===== src/rtl/hps_pkg.sv =====
package hps_pkg;

  typedef enum logic [2:0] {
    SQ_IDLE = 3'd0,
    SQ_PH1  = 3'd1,
    SQ_GAP1 = 3'd2,
    SQ_PH2  = 3'd3,
    SQ_GAP2 = 3'd4
  } seq_state_t;

  function automatic int max_of(input int a, input int b);
    return (a > b) ? a : b;
  endfunction

  function automatic int cnt_bits(input int limit);
    return (limit < 2) ? 1 : $clog2(limit + 1);
  endfunction

endpackage


===== src/rtl/hps_sync.sv =====
module hps_sync #(
  parameter int STAGES = 2
) (
  input  logic clk,
  input  logic rst_n,
  input  logic async_in,
  output logic rise_o
);

  logic [STAGES-1:0] chain_q;
  logic [STAGES-1:0] chain_d;
  logic              level_d_q;

  // shift chain: stage 0 samples the pin, later stages follow
  generate
    for (genvar g = 0; g < STAGES; g++) begin : g_stage
      if (g == 0) begin : g_first
        assign chain_d[g] = async_in;
      end else begin : g_next
        assign chain_d[g] = chain_q[g-1];
      end
    end
  endgenerate

  always_ff @(posedge clk or negedge rst_n) begin
    if (!rst_n) begin
      chain_q   <= '0;
      level_d_q <= 1'b0;
    end else begin
      chain_q   <= chain_d;
      level_d_q <= chain_q[STAGES-1];
    end
  end

  assign rise_o = chain_q[STAGES-1] & ~level_d_q;

endmodule


===== src/rtl/hps_phase_latch.sv =====
module hps_phase_latch (
  input  logic clk,
  input  logic rst_n,
  input  logic set_i,
  input  logic clr_i,
  input  logic block_i,
  output logic q_o
);

  logic q_q;
  logic q_d;

  // clear wins; set only takes effect while the opposite phase is low
  always_comb begin
    q_d = q_q;
    if (clr_i) begin
      q_d = 1'b0;
    end else if (set_i && !block_i) begin
      q_d = 1'b1;
    end
  end

  always_ff @(posedge clk or negedge rst_n) begin
    if (!rst_n) begin
      q_q <= 1'b0;
    end else begin
      q_q <= q_d;
    end
  end

  assign q_o = q_q;

endmodule


===== src/rtl/hps_sequencer.sv =====
module hps_sequencer
  import hps_pkg::*;
#(
  parameter int PHASE_W = 47,
  parameter int DEAD_W  = 16
) (
  input  logic clk,
  input  logic rst_n,
  input  logic rise_i,
  output logic set1_o,
  output logic clr1_o,
  output logic set2_o,
  output logic clr2_o,
  output logic busy_o,
  output logic drop_o
);

  localparam int LIM_MAX = max_of(PHASE_W, DEAD_W);
  localparam int CNT_W   = cnt_bits(LIM_MAX);
  localparam logic [CNT_W-1:0] PH_LAST = CNT_W'(PHASE_W - 1);
  localparam logic [CNT_W-1:0] DT_LAST = CNT_W'(DEAD_W - 1);

  seq_state_t        state_q, state_d;
  logic [CNT_W-1:0]  cnt_q, cnt_d;
  logic              pend_q, pend_d;
  logic              drop_q, drop_d;

  logic              in_phase;
  logic              active;
  logic              last;
  logic              tail_done;
  logic              start;
  logic              cnt_en;
  logic              cnt_clr;

  always_comb begin
    in_phase  = (state_q == SQ_PH1) || (state_q == SQ_PH2);
    active    = (state_q != SQ_IDLE);
    last      = active && (cnt_q == (in_phase ? PH_LAST : DT_LAST));
    tail_done = (state_q == SQ_GAP2) && last;
    start     = ((state_q == SQ_IDLE) && rise_i) ||
                (tail_done && (pend_q || rise_i));
  end

  // next state
  always_comb begin
    state_d = state_q;
    unique case (state_q)
      SQ_IDLE: if (start) state_d = SQ_PH1;
      SQ_PH1:  if (last)  state_d = SQ_GAP1;
      SQ_GAP1: if (last)  state_d = SQ_PH2;
      SQ_PH2:  if (last)  state_d = SQ_GAP2;
      SQ_GAP2: if (last)  state_d = start ? SQ_PH1 : SQ_IDLE;
      default:            state_d = SQ_IDLE;
    endcase
  end

  // interval counter with explicit enable
  always_comb begin
    cnt_en  = active || start;
    cnt_clr = start || last || !active;
    cnt_d   = cnt_q;
    if (cnt_en) begin
      cnt_d = cnt_clr ? '0 : cnt_q + 1'b1;
    end
  end

  // one-deep pending request and drop strobe
  always_comb begin
    pend_d = pend_q;
    drop_d = 1'b0;
    if (start) begin
      pend_d = pend_q && rise_i;
    end else if (rise_i && active) begin
      if (pend_q) begin
        drop_d = 1'b1;
      end else begin
        pend_d = 1'b1;
      end
    end
  end

  always_ff @(posedge clk or negedge rst_n) begin
    if (!rst_n) begin
      state_q <= SQ_IDLE;
      cnt_q   <= '0;
      pend_q  <= 1'b0;
      drop_q  <= 1'b0;
    end else begin
      state_q <= state_d;
      cnt_q   <= cnt_d;
      pend_q  <= pend_d;
      drop_q  <= drop_d;
    end
  end

  assign set1_o = start;
  assign clr1_o = (state_q == SQ_PH1)  && last;
  assign set2_o = (state_q == SQ_GAP1) && last;
  assign clr2_o = (state_q == SQ_PH2)  && last;
  assign busy_o = active;
  assign drop_o = drop_q;

endmodule


===== src/rtl/hit_phase_gen.sv =====
module hit_phase_gen #(
  parameter int PHASE_W     = 47,
  parameter int DEAD_W      = 16,
  parameter int SYNC_STAGES = 2
) (
  input  logic clk,
  input  logic rst_n,
  input  logic hit,
  output logic phi1,
  output logic phi2,
  output logic busy,
  output logic dropped_hits
);

  localparam int NPH = 2;

  logic           rise;
  logic [NPH-1:0] set_v;
  logic [NPH-1:0] clr_v;
  logic [NPH-1:0] ph_q;

  hps_sync #(
    .STAGES (SYNC_STAGES)
  ) u_sync (
    .clk      (clk),
    .rst_n    (rst_n),
    .async_in (hit),
    .rise_o   (rise)
  );

  hps_sequencer #(
    .PHASE_W (PHASE_W),
    .DEAD_W  (DEAD_W)
  ) u_seq (
    .clk    (clk),
    .rst_n  (rst_n),
    .rise_i (rise),
    .set1_o (set_v[0]),
    .clr1_o (clr_v[0]),
    .set2_o (set_v[1]),
    .clr2_o (clr_v[1]),
    .busy_o (busy),
    .drop_o (dropped_hits)
  );

  // one state stage per phase, each blocked by the other phase
  generate
    for (genvar p = 0; p < NPH; p++) begin : g_phase
      hps_phase_latch u_latch (
        .clk     (clk),
        .rst_n   (rst_n),
        .set_i   (set_v[p]),
        .clr_i   (clr_v[p]),
        .block_i (ph_q[NPH-1-p]),
        .q_o     (ph_q[p])
      );
    end
  endgenerate

  assign phi1 = ph_q[0];
  assign phi2 = ph_q[1];

endmodule


===== config.mk =====
export PLATFORM = sky130hd
export DESIGN_NAME = hit_phase_gen
export DESIGN_NICKNAME = d
export VERILOG_FILES = /design/src/rtl/hps_pkg.sv /design/src/rtl/hps_sync.sv /design/src/rtl/hps_phase_latch.sv /design/src/rtl/hps_sequencer.sv /design/src/rtl/hit_phase_gen.sv
export SDC_FILE = /design/constraint.sdc
export NUM_CORES = 1
export LEC_CHECK = 0
export ABC_AREA = 1
export BUFFER_PORTS_ARGS = -buffer_cell sky130_fd_sc_hd__buf_2
export CAP_MARGIN = 20
export CORE_AREA = 2 2 53 55
export CTS_BUF_LIST = sky130_fd_sc_hd__clkbuf_16
export CTS_CLUSTER_DIAMETER = 200
export DETAILED_ROUTE_END_ITERATION = 10
export DIE_AREA = 0 0 55 57
export PLACE_DENSITY = 0.61
export SLEW_MARGIN = 20
export SYNTH_ARGS = -nofsm -noshare
export SYNTH_HDL_FRONTEND = slang
export SYNTH_SLANG_ARGS = --single-unit
export TNS_END_PERCENT = 100

===== constraint.sdc =====
create_clock -name clk -period 3.3 [get_ports clk]
set_input_delay 0 -clock clk [delete_from_list [all_inputs] [get_ports clk]]
set_output_delay 0 -clock clk [all_outputs]
set_load 0.05 [all_outputs]

# Word-level counts from Yosys, hierarchy flattened
# Cells that the tools add are included.
dict set report totals {
  elab_cells 65
  reg_bits 16
}
dict set report classes {
  n_mux 18
  n_eq_ne 10
  reduce_logical 26
  add_sub_neg 1
  bitwise 2
}
# op n
set ops {}
lappend ops {{$mux W3} 5}
lappend ops {{$pmux W3 S5} 1}
lappend ops {{$mux W6} 2}
lappend ops {{$logic_and A1 B1 Y1} 11}
lappend ops {{$mux W1} 10}
lappend ops {{$ne A2 B1 Y1 const B} 5}
lappend ops {{$add A6 B1 Y6 const B} 1}
lappend ops {{$eq A3 B2 Y1 const B} 2}
lappend ops {{$eq A6 B6 Y1} 1}
lappend ops {{$logic_or A1 B1 Y1} 6}
lappend ops {{$reduce_bool A2 Y1} 3}
lappend ops {{$reduce_and A5 Y1} 1}
lappend ops {{$eq A3 B1 Y1 const B} 1}
lappend ops {{$eq A3 B3 Y1 const B} 1}
lappend ops {{$logic_not A1 Y1} 3}
lappend ops {{$logic_not A3 Y1} 1}
lappend ops {{$reduce_bool A3 Y1} 1}
lappend ops {{$and A1 B1 Y1} 1}
lappend ops {{$not A1 Y1} 1}

# Logic depth before layout (Yosys ltp)
# Gate-level depths: netlist of the first run.
dict set report logic_depth {
  ltp_word 11
  depth_mapped 9
  ltp_nobuf 9
}

# Cells and area by module
# A second synthesis of the first run with hierarchy kept.
dict set report unflattened {
  cells_unflattened 105
  hier_area_um2 830.8
}
# mod cells_each n_inst area_each_um2 seq_area_each_um2
set modules_own_cells {}
lappend modules_own_cells {hps_sequencer 90 1 655.6 275.3}
lappend modules_own_cells {hps_phase_latch 5 2 45.0 25.0}
lappend modules_own_cells {hps_sync 5 1 85.1 75.1}

# Least setup slack after synthesis of the first run
# No wires, ideal clock.
dict set report synth_path {
  path_type {flip-flop to flip-flop}
  start {register u_seq.state_q[0]}
  end {register u_seq.state_q[2]}
  slack_ps 2029
  required_ps 3181
  n_path_buf 0
  setup_ps 119
  stages_incl_launch_ff 7
  synth_period_minus_slack_ps 1271
  arrival_time_ps 1152
  cell_sequence {dfrtp_1 > nor2_2 > nand2_2 > nand3_2 > nand2_2 > nor2_2 > nor2_1}
}
dict set report synth_between {
  word_cells_on_any_way 21
}
# element line_no
set synth_lines {}
lappend synth_lines {{start, declared} hps_sequencer.sv:23} ;# seq_state_t state_q, state_d;
lappend synth_lines {{start signal, assigned} hps_sequencer.sv:90} ;# state_q <= state_d;
lappend synth_lines {{$reduce_bool A3 Y1 (*)} hps_sequencer.sv:38} ;# active = (state_q != SQ_IDLE);
lappend synth_lines {{net busy} hit_phase_gen.sv:11} ;# output logic busy,
lappend synth_lines {{$logic_and A1 B1 Y1 (*)} hps_sequencer.sv:39} ;# last = active && (cnt_q == (in_phase ? PH_LAST : DT_LAST));
lappend synth_lines {{$logic_and A1 B1 Y1} hps_sequencer.sv:40} ;# tail_done = (state_q == SQ_GAP2) && last;
lappend synth_lines {{$logic_and A1 B1 Y1} hps_sequencer.sv:42} ;# (tail_done && (pend_q || rise_i));
lappend synth_lines {{$logic_or A1 B1 Y1} hps_sequencer.sv:41} ;# start = ((state_q == SQ_IDLE) && rise_i) ||
lappend synth_lines {{$ne A2 B1 Y1 (no source line)} -}
lappend synth_lines {{$reduce_and A5 Y1 (no source line) (*)} -}
# The timed path passes the listed nets; every way through them passes the cells marked *.
# A chain may end at the register's enable or synchronous reset.

# Worst setup path after layout of the first run
dict set report layout_path {
  start {register u_seq.state_q[0]}
  end {register u_seq.cnt_q[5]}
}
dict set report layout_between {
  elab_chain_cells 11
  word_cells_on_any_way 18
}
# element line_no
set layout_lines {}
lappend layout_lines {{$eq A3 B1 Y1 or $eq A3 B2 Y1 (tied branches)} hps_sequencer.sv:37} ;# in_phase = (state_q == SQ_PH1) || (state_q == SQ_PH2);
lappend layout_lines {{$logic_or A1 B1 Y1} hps_sequencer.sv:37}
lappend layout_lines {{$mux W6} hps_sequencer.sv:39}
lappend layout_lines {{$eq A6 B6 Y1} hps_sequencer.sv:39}
lappend layout_lines {{$logic_and A1 B1 Y1} hps_sequencer.sv:39}
lappend layout_lines {{$logic_and A1 B1 Y1} hps_sequencer.sv:40}
lappend layout_lines {{$logic_and A1 B1 Y1} hps_sequencer.sv:42}
lappend layout_lines {{$logic_or A1 B1 Y1} hps_sequencer.sv:41}
lappend layout_lines {{$logic_or A1 B1 Y1 (2 in series)} hps_sequencer.sv:61} ;# cnt_clr = start || last || !active;
lappend layout_lines {{$mux W6} hps_sequencer.sv:64} ;# cnt_d = cnt_clr ? '0 : cnt_q + 1'b1;
lappend layout_lines {{end signal, assigned} hps_sequencer.sv:91} ;# cnt_q <= cnt_d;
lappend layout_lines {{end, declared} hps_sequencer.sv:24} ;# logic [CNT_W-1:0] cnt_q, cnt_d;
# Several ways; a longest one is shown, not always the timed one.

==> results of run 1 <==
## metrics by stage
step                      setup WS, ns  hold slack (ns)  util (%)  total power, mW
after floorplan                   2.03           -0.296         -            0.627
after global placement            1.88          -0.0653      35.2            0.694
after detailed placement          1.82          -0.0650      35.2            0.703
after CTS                         1.80            0.222      38.9            0.945
after global routing              1.65            0.239      38.9             1.01
final                             1.80            0.196      38.9            0.931
## sequential cells by signal, summed over array words and instances, names as in the netlist
name / cells
g_phase.u_latch.q_o: 2
u_seq.cnt_q: 6
u_seq.drop_o: 1
u_seq.pend_q: 1
u_seq.state_q: 3
u_sync.chain_q: 2
u_sync.level_d_q: 1
## metal layers
metal | up-vias | part of all wire [%] | global-route usage (%)
li1 | 360 | - | -
met1 | 337 | 44 | 15.5
met2 | 14 | 49 | 19.6
met3 | 5 | 4.1 | 2.62
met4 | 0 | 2.9 | 7.67
met5 | - | 0 | 0
## power by group through the flow
stage	Sequential (mW)	Clock (mW)	Combinational [mW]
6_report	0.303	0.234	0.394
5_1_grt	0.312	0.251	0.447
4_1_cts	0.304	0.240	0.401
3_5_place_dp	0.306	0	0.397
3_3_place_gp	0.303	0	0.391
2_1_floorplan	0.311	0	0.316
## critical path, cell delays in order, from the launching register on
cell and delay [ns]:
sky130_fd_sc_hd__dfrtp_1 0.43, sky130_fd_sc_hd__nor2_2 0.18, sky130_fd_sc_hd__nand3_1 0.35, sky130_fd_sc_hd__nand3_1 0.20
sky130_fd_sc_hd__nor2_1 0.07, sky130_fd_sc_hd__nand2_1 0.06, sky130_fd_sc_hd__nand2_1 0.05, sky130_fd_sc_hd__a21oi_2 0.09
## placed cells by master (no fill, tap or decap)
cell	instances
sky130_fd_sc_hd__clkinv_1	1
sky130_fd_sc_hd__inv_1	16
sky130_fd_sc_hd__nor2_1	13
sky130_fd_sc_hd__a21oi_1	5
sky130_fd_sc_hd__nand2_1	16
sky130_fd_sc_hd__inv_2	1
sky130_fd_sc_hd__nor2_2	2
sky130_fd_sc_hd__dfrtp_1	16
sky130_fd_sc_hd__clkbuf_16	3
sky130_fd_sc_hd__nor3b_1	1
sky130_fd_sc_hd__o21ai_1	1
sky130_fd_sc_hd__a21oi_2	1
sky130_fd_sc_hd__dlygate4sd3_1	2
sky130_fd_sc_hd__o21ai_0	7
sky130_fd_sc_hd__nand2_2	7
sky130_fd_sc_hd__nor3_4	1
sky130_fd_sc_hd__nand3_1	12
sky130_fd_sc_hd__ha_1	1
sky130_fd_sc_hd__nand2_4	2
sky130_fd_sc_hd__xor2_1	1
sky130_fd_sc_hd__nand3_2	2
sky130_fd_sc_hd__buf_2	6
## cells by family after synthesis
| kind of cell | Yosys count | share of synthesized area, % |
|---|---|---|
| adders and majority gates | 1 | 1.46 |
| xor gates and xnor gates | 1 | 1.02 |
| AOI/OAI and AO/OA | 14 | 8.60 |
| and+or+nand+nor | 56 | 34.0 |
| buffers and inverters | 18 | 8.31 |
| DFF | 16 | 46.6 |
## synthesized netlist by cell type
cell / count / area share, %
sky130_fd_sc_hd__dfrtp_1: 16 / 47
sky130_fd_sc_hd__inv_1: 16 / 7.0
sky130_fd_sc_hd__nand2_1: 16 / 7.0
sky130_fd_sc_hd__nor2_1: 13 / 5.7
sky130_fd_sc_hd__nand3_1: 12 / 7.0
sky130_fd_sc_hd__nand2_2: 7 / 5.1
sky130_fd_sc_hd__o21ai_0: 7 / 4.1
sky130_fd_sc_hd__a21oi_1: 5 / 2.9
sky130_fd_sc_hd__nand2_4: 2 / 2.6
sky130_fd_sc_hd__nand3_2: 2 / 2.3
sky130_fd_sc_hd__nor2_2: 2 / 1.5
sky130_fd_sc_hd__a21oi_2: 1 / 1.0
sky130_fd_sc_hd__buf_4: 1 / 0.87
sky130_fd_sc_hd__ha_1: 1 / 1.5
sky130_fd_sc_hd__inv_2: 1 / 0.44
sky130_fd_sc_hd__nor3_4: 1 / 1.9
sky130_fd_sc_hd__nor3b_1: 1 / 0.87
sky130_fd_sc_hd__o21ai_1: 1 / 0.58
sky130_fd_sc_hd__xor2_1: 1 / 1.0
## final cells by class
cell class                      count  area [sq um]
Multi-Input combinational cell     72           387
Clock inverter                      1          3.75
Clock buffer                        3          75.1
Inverter                           17          63.8
Tap cell                           31          38.8
Timing Repair Buffer                8          50.0
Fill cell                         279          1600
Sequential cell                    16           400
## worst max-delay path by stage
| stage | end | slack (ns) | startpoint |
|---|---|---|---|
| final | u_seq.cnt_q[5] | 1.80 | u_seq.state_q[0] |
| after global routing | u_seq.cnt_q[5] | 1.65 | u_seq.state_q[1] |
| after CTS | u_seq.cnt_q[5] | 1.80 | u_seq.state_q[0] |
| after detailed placement | u_seq.cnt_q[5] | 1.82 | u_seq.state_q[0] |
| after global placement | u_seq.cnt_q[5] | 1.88 | u_seq.state_q[0] |
| after floorplan | u_seq.state_q[2] | 2.03 | u_seq.state_q[0] |
## repair_timing
action / CTS / global route
hold buffers: 2 / 0
hold endpoints to repair: 17 / 0
gates resized for setup: 0 / 0
==> impl_metrics.py, run 1 <==
metrics = {
    "synth": {
        "syn-num-nets": 110,
        "synth-seq-cells": 16,
        "synth.cell_area_sq_um": 858,
        "synth.yosys.seq_area_share_pct": 46.6,
        "number_of_different_library_cells_in_the_post_synthesis_netlist": 19,
        "ys_warns": 0,
        "mean_instance_size_in_the_synthesized_netlist_sq_um": 8.10,
        "synth_cells": 106,
    },
    "cts": {
        "tritoncts": "yes",
        "cts.root.buffer_cell": "sky130_fd_sc_hd__clkbuf_16",
        "clk_sink_count": 16,
        "post_cts_buffers": 0,
        "numCtsBuffers": 3,
        "clockBufferDepth": 2,
        "clk-insertion-delay-late_ns": 0.25,
        "path_clk_slew_ns": 0.05,
        "cts.htree.levels": 1,
    },
    "place": {
        "place_inst": 142,
        "detailed_place.area_sq_um": 920,
        "dpl.hpwl_mm": 1.24,
        "io_buffers": 6,
        "routabilityCongestion": 0.875,
    },
    "final_layout": {
        "diodes": 0,
        "final_standard_cell_count_with_taps_included_and_fillers_excluded": 148,
        "design.final.nets": 122,
        "postLayoutCellArea_sq_um": 1020,
        "final_layout_size_suffix_gt1_share_pct": 21.4,
        "synthToLayoutAreaGrowth_pct": 18.7,
    },
    "timing": {
        "setup_repair_after_global_routing_missed_its_margin": "no",
        "slew_headroom_pct": 70.9,
        "setup-violations-final": 0,
        "finalCriticalPeriod_ns": 1.50,
        "clock_skew_ns": 0.00125,
        "max_freq_ghz": 0.665,
        "max_slew.worst_pin.slew_ns": 0.436,
        "timing.setup.tns_ns": 0,
        "timing.final.crit_share_pct": 45.6,
        "finalMaxSlewViolations": 0,
        "finalHoldViolCount": 0,
    },
    "floorplan": {
        "start_util_pct": 32.8,
        "dieHeight_um": 57,
        "std_cell_rows": 19,
        "core_area_sq_um": 2620,
        "io-pin-count": 7,
        "fp.dieArea_sq_um": 3140,
        "chipWidth_um": 55,
    },
    "route": {
        "detail_route.wl_per_cell_um": 10.8,
        "ant_nets": 0,
        "drc": 0,
        "drtIter0Drc": 8,
        "routed_wirelength_mm": 1.60,
        "first_pass_iters": 6,
        "route.detailed.vias_per_inst": 4.84,
        "dr_total_vias": 716,
    },
    "grt": {
        "grt.total_usage_pct": 12.6,
        "number_of_global_route_vias_before_repair": 692,
        "maximum_number_of_pins_on_one_net_before_global_route_repair": 17,
        "first_pass_grt_wire_length_mm": 2.84,
        "grt_antenna_before_repair": 0,
        "overflow": 0,
    },
    "outcome": {
        "status": "completed",
    },
    "power_and_ir_drop": {
        "p_seq_share_pct": 32.5,
        "p_int_mw": 0.538,
        "combPwrFrac_pct": 42.3,
        "switching_pwr_mw": 0.394,
        "total_leakage_power_nw": 0.506,
        "power.clock.fraction_pct": 25.2,
        "power_switching_share_pct": 42.3,
        "p_per_area_nw_per_um2": 915,
        "worst_ir_drop_vdd_mv": 0.492,
    },
    "hold_path": {
        "min-delay-path-class": "input port to asynchronous set/reset pin",
    },
    "setup_path": {
        "worstPathArrival_ns": 1.68,
        "worst_r2r_startpoint": "u_seq.state_q[0]",
        "rr_worst_depth": 7,
        "worstSetupPathType": "flip-flop to flip-flop",
        "cp_data_required_time_ns": 3.48,
        "cp_max_fo": 12,
        "reg2reg_to": "u_seq.cnt_q[5]",
        "ff2ff_setup_slack_ns": 1.80,
        "startpoint_type": "flip-flop",
        "critPathCaptureType": "flip-flop",
    },
    "job": {
        "cap_viol_max_count": 0,
    },
}
No activity file was read; power rests on OpenSTA's default activity.
==> run 2: changes to the inputs <==
- clock period: 3.3 -> 1.5 ns (I/O delays scaled with it)
==> impl_metrics.py, run 2 (same netlist as run 1, synthesis figures left out) <==
metrics = {
    "floorplan": {
        "start_util_pct": 32.8,
        "core_area_sq_um": 2620,
        "dieHeight_um": 57,
        "std_cell_rows": 19,
        "io-pin-count": 7,
        "chipWidth_um": 55,
        "fp.dieArea_sq_um": 3140,
    },
    "cts": {
        "cts.root.buffer_cell": "sky130_fd_sc_hd__clkbuf_16",
        "clk-insertion-delay-late_ns": 0.25,
        "clockBufferDepth": 2,
        "tritoncts": "yes",
        "path_clk_slew_ns": 0.05,
        "post_cts_resized": 0,
        "clk_sink_count": 16,
        "cts.htree.levels": 1,
        "numCtsBuffers": 3,
    },
    "timing": {
        "slew_headroom_pct": 75.4,
        "timing.setup.tns_ns": 0,
        "finalHoldViolCount": 0,
        "finalCriticalPeriod_ns": 1.30,
        "max_slew.worst_pin.slew_ns": 0.369,
        "finalMaxSlewViolations": 0,
        "setup_repair_after_global_routing_missed_its_margin": "no",
        "timing.final.crit_share_pct": 86.3,
        "max_freq_ghz": 0.772,
        "setup-violations-final": 0,
        "clock_skew_ns": 0.00303,
    },
    "setup_path": {
        "critical_path_buf_inv_count": 1,
        "startpoint_type": "flip-flop",
        "cpPeakStageDelay_ns": 0.42,
        "cp_data_required_time_ns": 1.68,
        "critPathCaptureType": "flip-flop",
        "worstSetupPathType": "flip-flop to flip-flop",
        "critical_path.cell_chain": "nor2_2 -> nand3_1 -> buf_4 -> nand3_1 -> nor2_1 -> nand2_1 -> nand2_1 -> a21oi_2",
        "worstPathArrival_ns": 1.47,
        "reg2reg_to": "u_seq.cnt_q[5]",
        "ff2ff_setup_slack_ns": 0.20,
        "rr_worst_depth": 8,
        "worst_r2r_startpoint": "u_seq.state_q[0]",
        "critical_path.top_delay_family": "simple AND/OR/NAND/NOR gates",
        "cp_max_fo": 12,
        "cp_slowest_cell": "sky130_fd_sc_hd__dfrtp_1",
    },
    "route": {
        "drc": 0,
        "detail_route.wl_per_cell_um": 11.0,
        "dr_total_vias": 714,
        "route.detailed.vias_per_inst": 4.82,
        "first_pass_iters": 4,
        "drtIter0Drc": 20,
        "ant_nets": 0,
        "routed_wirelength_mm": 1.63,
    },
    "final_layout": {
        "design.final.nets": 123,
        "final_standard_cell_count_with_taps_included_and_fillers_excluded": 148,
        "post-route-util_pct": 39.1,
        "layout_top_registers": "u_seq.cnt_q (6), u_seq.state_q (3)",
        "diodes": 0,
        "synthToLayoutAreaGrowth_pct": 19.1,
        "n_fill_cell": 277,
        "final_layout_size_suffix_gt1_share_pct": 22.2,
        "top_register": "u_seq.cnt_q",
        "final_cell_mix": "sky130_fd_sc_hd__inv_1, sky130_fd_sc_hd__nand2_1, sky130_fd_sc_hd__dfrtp_1",
        "largest_register_ffs": 6,
    },
    "place": {
        "io_buffers": 6,
        "place_inst": 143,
        "routabilityCongestion": 0.853,
        "dpl.hpwl_mm": 1.22,
    },
    "power_and_ir_drop": {
        "total_power_mw": 2.06,
        "combPwrFrac_pct": 43.2,
        "worst_ir_drop_vdd_mv": 1.11,
        "p_seq_share_pct": 32.3,
        "total_leakage_power_nw": 0.509,
        "p_per_area_nw_per_um2": 2020,
        "power_switching_share_pct": 42.0,
        "power.clock.fraction_pct": 24.5,
        "p_int_mw": 1.20,
        "switching_pwr_mw": 0.867,
    },
    "grt": {
        "overflow": 0,
        "grt_antenna_before_repair": 0,
        "maximum_number_of_pins_on_one_net_before_global_route_repair": 17,
        "number_of_global_route_vias_before_repair": 728,
        "first_pass_grt_wire_length_mm": 2.99,
        "grt.total_usage_pct": 13.0,
    },
    "outcome": {
        "status": "completed",
    },
    "job": {
        "cap_viol_max_count": 0,
    },
    "hold_path": {
        "min-delay-path-class": "input port to asynchronous set/reset pin",
    },
}
## run 2: worst max-delay path by stage
stage / endpoint / cells past startpoint / startpoint / slack [ns]
global placement: u_seq.cnt_q[5] / 8 / u_seq.state_q[1] / 0.25
floorplan: u_seq.state_q[2] / 6 / u_seq.state_q[0] / 0.23
detailed placement: u_seq.cnt_q[5] / 8 / u_seq.state_q[0] / 0.23
global route: u_seq.state_q[0] / 9 / u_seq.state_q[0] / 0.05
finish: u_seq.cnt_q[5] / 8 / u_seq.state_q[0] / 0.20
CTS: u_seq.cnt_q[5] / 8 / u_seq.state_q[1] / 0.21
## run 2: power by group through the flow
| stage | combinational [mW] | clock, mW | sequential (mW) |
|---|---|---|---|
| 2_1_floorplan | 0.696 | 0 | 0.684 |
| 3_3_place_gp | 0.885 | 0 | 0.668 |
| 3_5_place_dp | 0.883 | 0 | 0.673 |
| 4_1_cts | 0.898 | 0.523 | 0.667 |
| 5_1_grt | 1.02 | 0.542 | 0.686 |
| 6_report | 0.891 | 0.506 | 0.666 |
## run 2: routing by layer
metal / routed length [um] / part of all wire (%) / up-vias / GRT usage, %
met5: 0 / 0 / - / 0
met4: 30 / 1.8 / 0 / 6.97
met3: 63 / 3.9 / 4 / 3.40
met2: 826 / 51 / 13 / 19.7
met1: 709 / 43 / 337 / 16.7
li1: - / - / 360 / -
## run 2: area by class of cell
type / count / area [sq um] / area share (%)
Clock buffer: 3 / 75.1 / 7.34
Inverter: 17 / 63.8 / 6.24
Multi-Input combinational cell: 72 / 387 / 37.8
Sequential cell: 16 / 400 / 39.2
Tap cell: 31 / 38.8 / 3.79
Timing Repair Buffer: 9 / 57.6 / 5.63
## run 2: stage by stage
step	worst slack (ns)	hold slack [ns]	instance area [sq um]
2_1_floorplan	0.229	-0.296	858
3_3_place_gp	0.252	-0.0667	927
3_5_place_dp	0.225	-0.0606	927
4_1_cts	0.206	0.216	1020
5_1_grt	0.0538	0.256	1020
6_report	0.205	0.199	1020
## run 2: timing repair
action | CTS | global route
hold buffers | 2 | 0
hold endpoints to repair | 17 | 0
setup buffers | 0 | 0
## run 2: worst reg2reg max path, stage by stage (launching register included)
cell,delay [ns]
sky130_fd_sc_hd__dfrtp_1,0.42
sky130_fd_sc_hd__nor2_2,0.18
sky130_fd_sc_hd__nand3_1,0.10
sky130_fd_sc_hd__buf_4,0.18
sky130_fd_sc_hd__nand3_1,0.09
sky130_fd_sc_hd__nor2_1,0.06
sky130_fd_sc_hd__nand2_1,0.05
sky130_fd_sc_hd__nand2_1,0.05
sky130_fd_sc_hd__a21oi_2,0.09
==> run 3: changes to the inputs <==
- ABC_AREA: 1 -> default
- CORE_AREA: 2 2 53 55 -> 2 2 52 54
- DIE_AREA: 0 0 55 57 -> 0 0 54 56
==> impl_metrics.py, run 3 <==
metrics = {
    "grt": {
        "globalRoute.busiestLayer": "met2",
        "maximum_number_of_pins_on_one_net_before_global_route_repair": 17,
        "overflow": 0,
        "number_of_global_route_vias_before_repair": 670,
        "grt.total_usage_pct": 13.5,
        "first_pass_grt_wire_length_mm": 2.93,
        "grt_antenna_before_repair": 0,
        "grt_use_met3_pct": 4.03,
        "use_met1_pct": 17.6,
        "gr-usage-met2_pct": 18.6,
    },
    "place": {
        "dpl.hpwl_mm": 1.18,
        "routabilityCongestion": 0.801,
        "post-place-ws_ns": 0.102,
        "io_buffers": 6,
    },
    "cts": {
        "path_clk_slew_ns": 0.05,
        "cts.root.buffer_cell": "sky130_fd_sc_hd__clkbuf_16",
        "clk_sink_count": 16,
        "clk-insertion-delay-late_ns": 0.25,
        "clockBufferDepth": 2,
        "tritoncts": "yes",
        "cts.htree.levels": 1,
        "numCtsBuffers": 3,
    },
    "route": {
        "drtIter0Drc": 9,
        "dr_total_vias": 697,
        "ant_nets": 0,
        "detail_route.wl_per_cell_um": 12.6,
        "first_pass_iters": 3,
        "drc": 0,
        "route.detailed.vias_per_inst": 5.20,
        "routed_wirelength_mm": 1.69,
    },
    "final_layout": {
        "post-route-util_pct": 44.8,
        "multi_input_area_sq_um": 413,
        "layout_top_registers": "u_seq.cnt_q (6), u_seq.state_q (3)",
        "largest_register_ffs": 6,
        "final_cell_mix": "sky130_fd_sc_hd__dfrtp_1, sky130_fd_sc_hd__buf_4, sky130_fd_sc_hd__nand2_1",
        "diodes": 0,
        "design.final.nets": 109,
        "final_layout_size_suffix_gt1_share_pct": 30.8,
        "n_fill_cell": 232,
        "synthToLayoutAreaGrowth_pct": 30.4,
        "layout_commonest_cell": "sky130_fd_sc_hd__dfrtp_1",
        "top_register": "u_seq.cnt_q",
        "register_area_sq_um": 402,
    },
    "power_and_ir_drop": {
        "total_leakage_power_nw": 0.515,
        "power.clock.fraction_pct": 25.3,
        "combPwrFrac_pct": 41.7,
        "total_power_mw": 2.06,
        "p_per_area_nw_per_um2": 1890,
        "p_seq_share_pct": 33.0,
        "worst_ir_drop_vdd_mv": 0.831,
        "p_int_mw": 1.32,
        "switching_pwr_mw": 0.738,
        "power_switching_share_pct": 35.8,
    },
    "synth": {
        "synth.yosys.seq_area_share_pct": 47.9,
        "synth_area_leaders": "sky130_fd_sc_hd__dfrtp_1, sky130_fd_sc_hd__nand3_1, sky130_fd_sc_hd__nand2_1",
        "synth_cells": 82,
        "number_of_different_library_cells_in_the_post_synthesis_netlist": 35,
        "ys_warns": 0,
        "ys_dominant_reg_cell": "sky130_fd_sc_hd__dfrtp_1",
        "synthDominantAreaCellType": "sky130_fd_sc_hd__dfrtp_1",
        "yosysMostFrequentCell": "sky130_fd_sc_hd__dfrtp_1",
        "synth_async_sr_flop_share_pct": 100,
        "synth-seq-cells": 16,
        "synth_enable_flop_cells": 0,
        "synth.cell_area_sq_um": 836,
        "syn-num-nets": 86,
        "synth.cells.most_frequent": "sky130_fd_sc_hd__dfrtp_1, sky130_fd_sc_hd__nand2_1, sky130_fd_sc_hd__nand3_1",
        "area_share_of_the_largest_cell_type_after_synthesis_pct": 47.9,
        "mean_instance_size_in_the_synthesized_netlist_sq_um": 10.2,
    },
    "floorplan": {
        "start_util_pct": 34.4,
        "core_area_sq_um": 2430,
        "io-pin-count": 7,
        "fp.dieArea_sq_um": 3020,
        "std_cell_rows": 18,
        "chipWidth_um": 54,
        "dieHeight_um": 56,
    },
    "timing": {
        "finalHoldViolCount": 0,
        "max_freq_ghz": 0.704,
        "finalCriticalPeriod_ns": 1.42,
        "max_slew.worst_pin.slew_ns": 0.367,
        "setup-violations-final": 0,
        "finalMaxSlewViolations": 0,
        "timing.final.crit_share_pct": 94.7,
        "slew_headroom_pct": 75.6,
        "timing.final.ws_setup_ns": 0.0801,
        "clock_skew_ns": 0.00174,
        "timing.setup.tns_ns": 0,
    },
    "setup_path": {
        "worst_r2r_startpoint": "u_seq.cnt_q[4]",
        "worstPathArrival_ns": 1.55,
        "reg2reg_to": "u_seq.drop_o",
        "worstSetupPathType": "flip-flop to flip-flop",
        "cp_data_required_time_ns": 1.63,
        "cp_max_fo": 4,
        "critPathCaptureType": "flip-flop",
        "rr_worst_depth": 5,
        "startpoint_type": "flip-flop",
        "ff2ff_setup_slack_ns": 0.08,
    },
    "job": {
        "cap_viol_max_count": 0,
    },
    "hold_path": {
        "min-delay-path-class": "input port to asynchronous set/reset pin",
    },
    "outcome": {
        "status": "completed",
    },
}
[run 3: cell count changes in the layout (fill, tap and decap cells not counted), sizes merged, moves of 4 or more]
| cell | delta |
|---|---|
| a31oi | +4 |
| a21oi | -5 |
| nor2 | -11 |
| inv | -14 |
| o21ai | -5 |
| nand3 | -4 |
| nand2 | -14 |
| nand2b | +4 |
| buf | +12 |
[run 3: layout make-up]
| class | instances | share of cell area [%] |
|---|---|---|
| timing repair buffer | 21 | 13.5 |
| tap | 30 | 3.44 |
| clock buffer | 3 | 6.89 |
| inverter | 3 | 1.03 |
| sequential | 16 | 36.9 |
| clock inverter | 1 | 0.344 |
| multi-input combinational | 60 | 37.9 |
[run 3: stage by stage]
stage	cells	cell area [sq um]	hold slack (ns)
after floorplan	82	845	-0.296
after CTS	129	1040	0.212
after global routing	134	1090	0.244
after global placement	123	946	-0.0642
final	134	1090	0.207
after detailed placement	123	946	-0.0689
[run 3: worst max path at each step]
stage / slack, ns / from / endpoint / depth (start not counted)
floorplan: -0.02 / u_seq.state_q[1] / u_seq.cnt_q[5] / 5
global placement: 0.10 / u_seq.cnt_q[0] / u_seq.state_q[1] / 4
detailed placement: 0.10 / u_seq.state_q[0] / u_seq.cnt_q[5] / 4
CTS: 0.09 / u_seq.cnt_q[1] / u_seq.cnt_q[0] / 5
global route: -0.007 / u_seq.cnt_q[1] / u_seq.cnt_q[0] / 5
finish: 0.08 / u_seq.cnt_q[4] / u_seq.drop_o / 5
[run 3: what timing repair did]
action	4_1_cts	5_1_grt
endpoints found under the hold margin	17	0
buffers inserted	0	5
setup endpoints to repair	0	2
hold buffers	2	0
gates resized for setup	0	4
[run 3: cell families (layout without fill, tap and decap cells)]
family	after synthesis	after routing	synth area share (%)
fa+ha+maj	1	1	1.50
compound gates	19	19	19.0
mux	2	2	2.40
simple gates	37	37	24.7
buf+inv	6	28	3.44
xor+xnor	1	1	1.05
flops	16	16	47.9
[run 3: worst max-delay path, stage by stage, from the launching register on]
cell,delay (ns)
sky130_fd_sc_hd__dfrtp_1,0.37
sky130_fd_sc_hd__buf_4,0.15
sky130_fd_sc_hd__o41ai_1,0.34
sky130_fd_sc_hd__buf_4,0.18
sky130_fd_sc_hd__a21oi_1,0.08
sky130_fd_sc_hd__and2_2,0.19
[run 3: power by group through the flow]
| stage | clock (mW) | combinational, mW | sequential (mW) |
|---|---|---|---|
| 6_report | 0.522 | 0.859 | 0.680 |
| 5_1_grt | 0.563 | 0.940 | 0.701 |
| 4_1_cts | 0.532 | 0.748 | 0.688 |
| 3_5_place_dp | 0 | 0.738 | 0.696 |
| 3_3_place_gp | 0 | 0.729 | 0.693 |
| 2_1_floorplan | 0 | 0.521 | 0.713 |
[run 3: routing by layer]
layer | vias up | part of all wire, %
li1 | 345 | -
met1 | 338 | 46
met2 | 10 | 49
met3 | 4 | 2.8
met4 | 0 | 2.4
met5 | - | 0
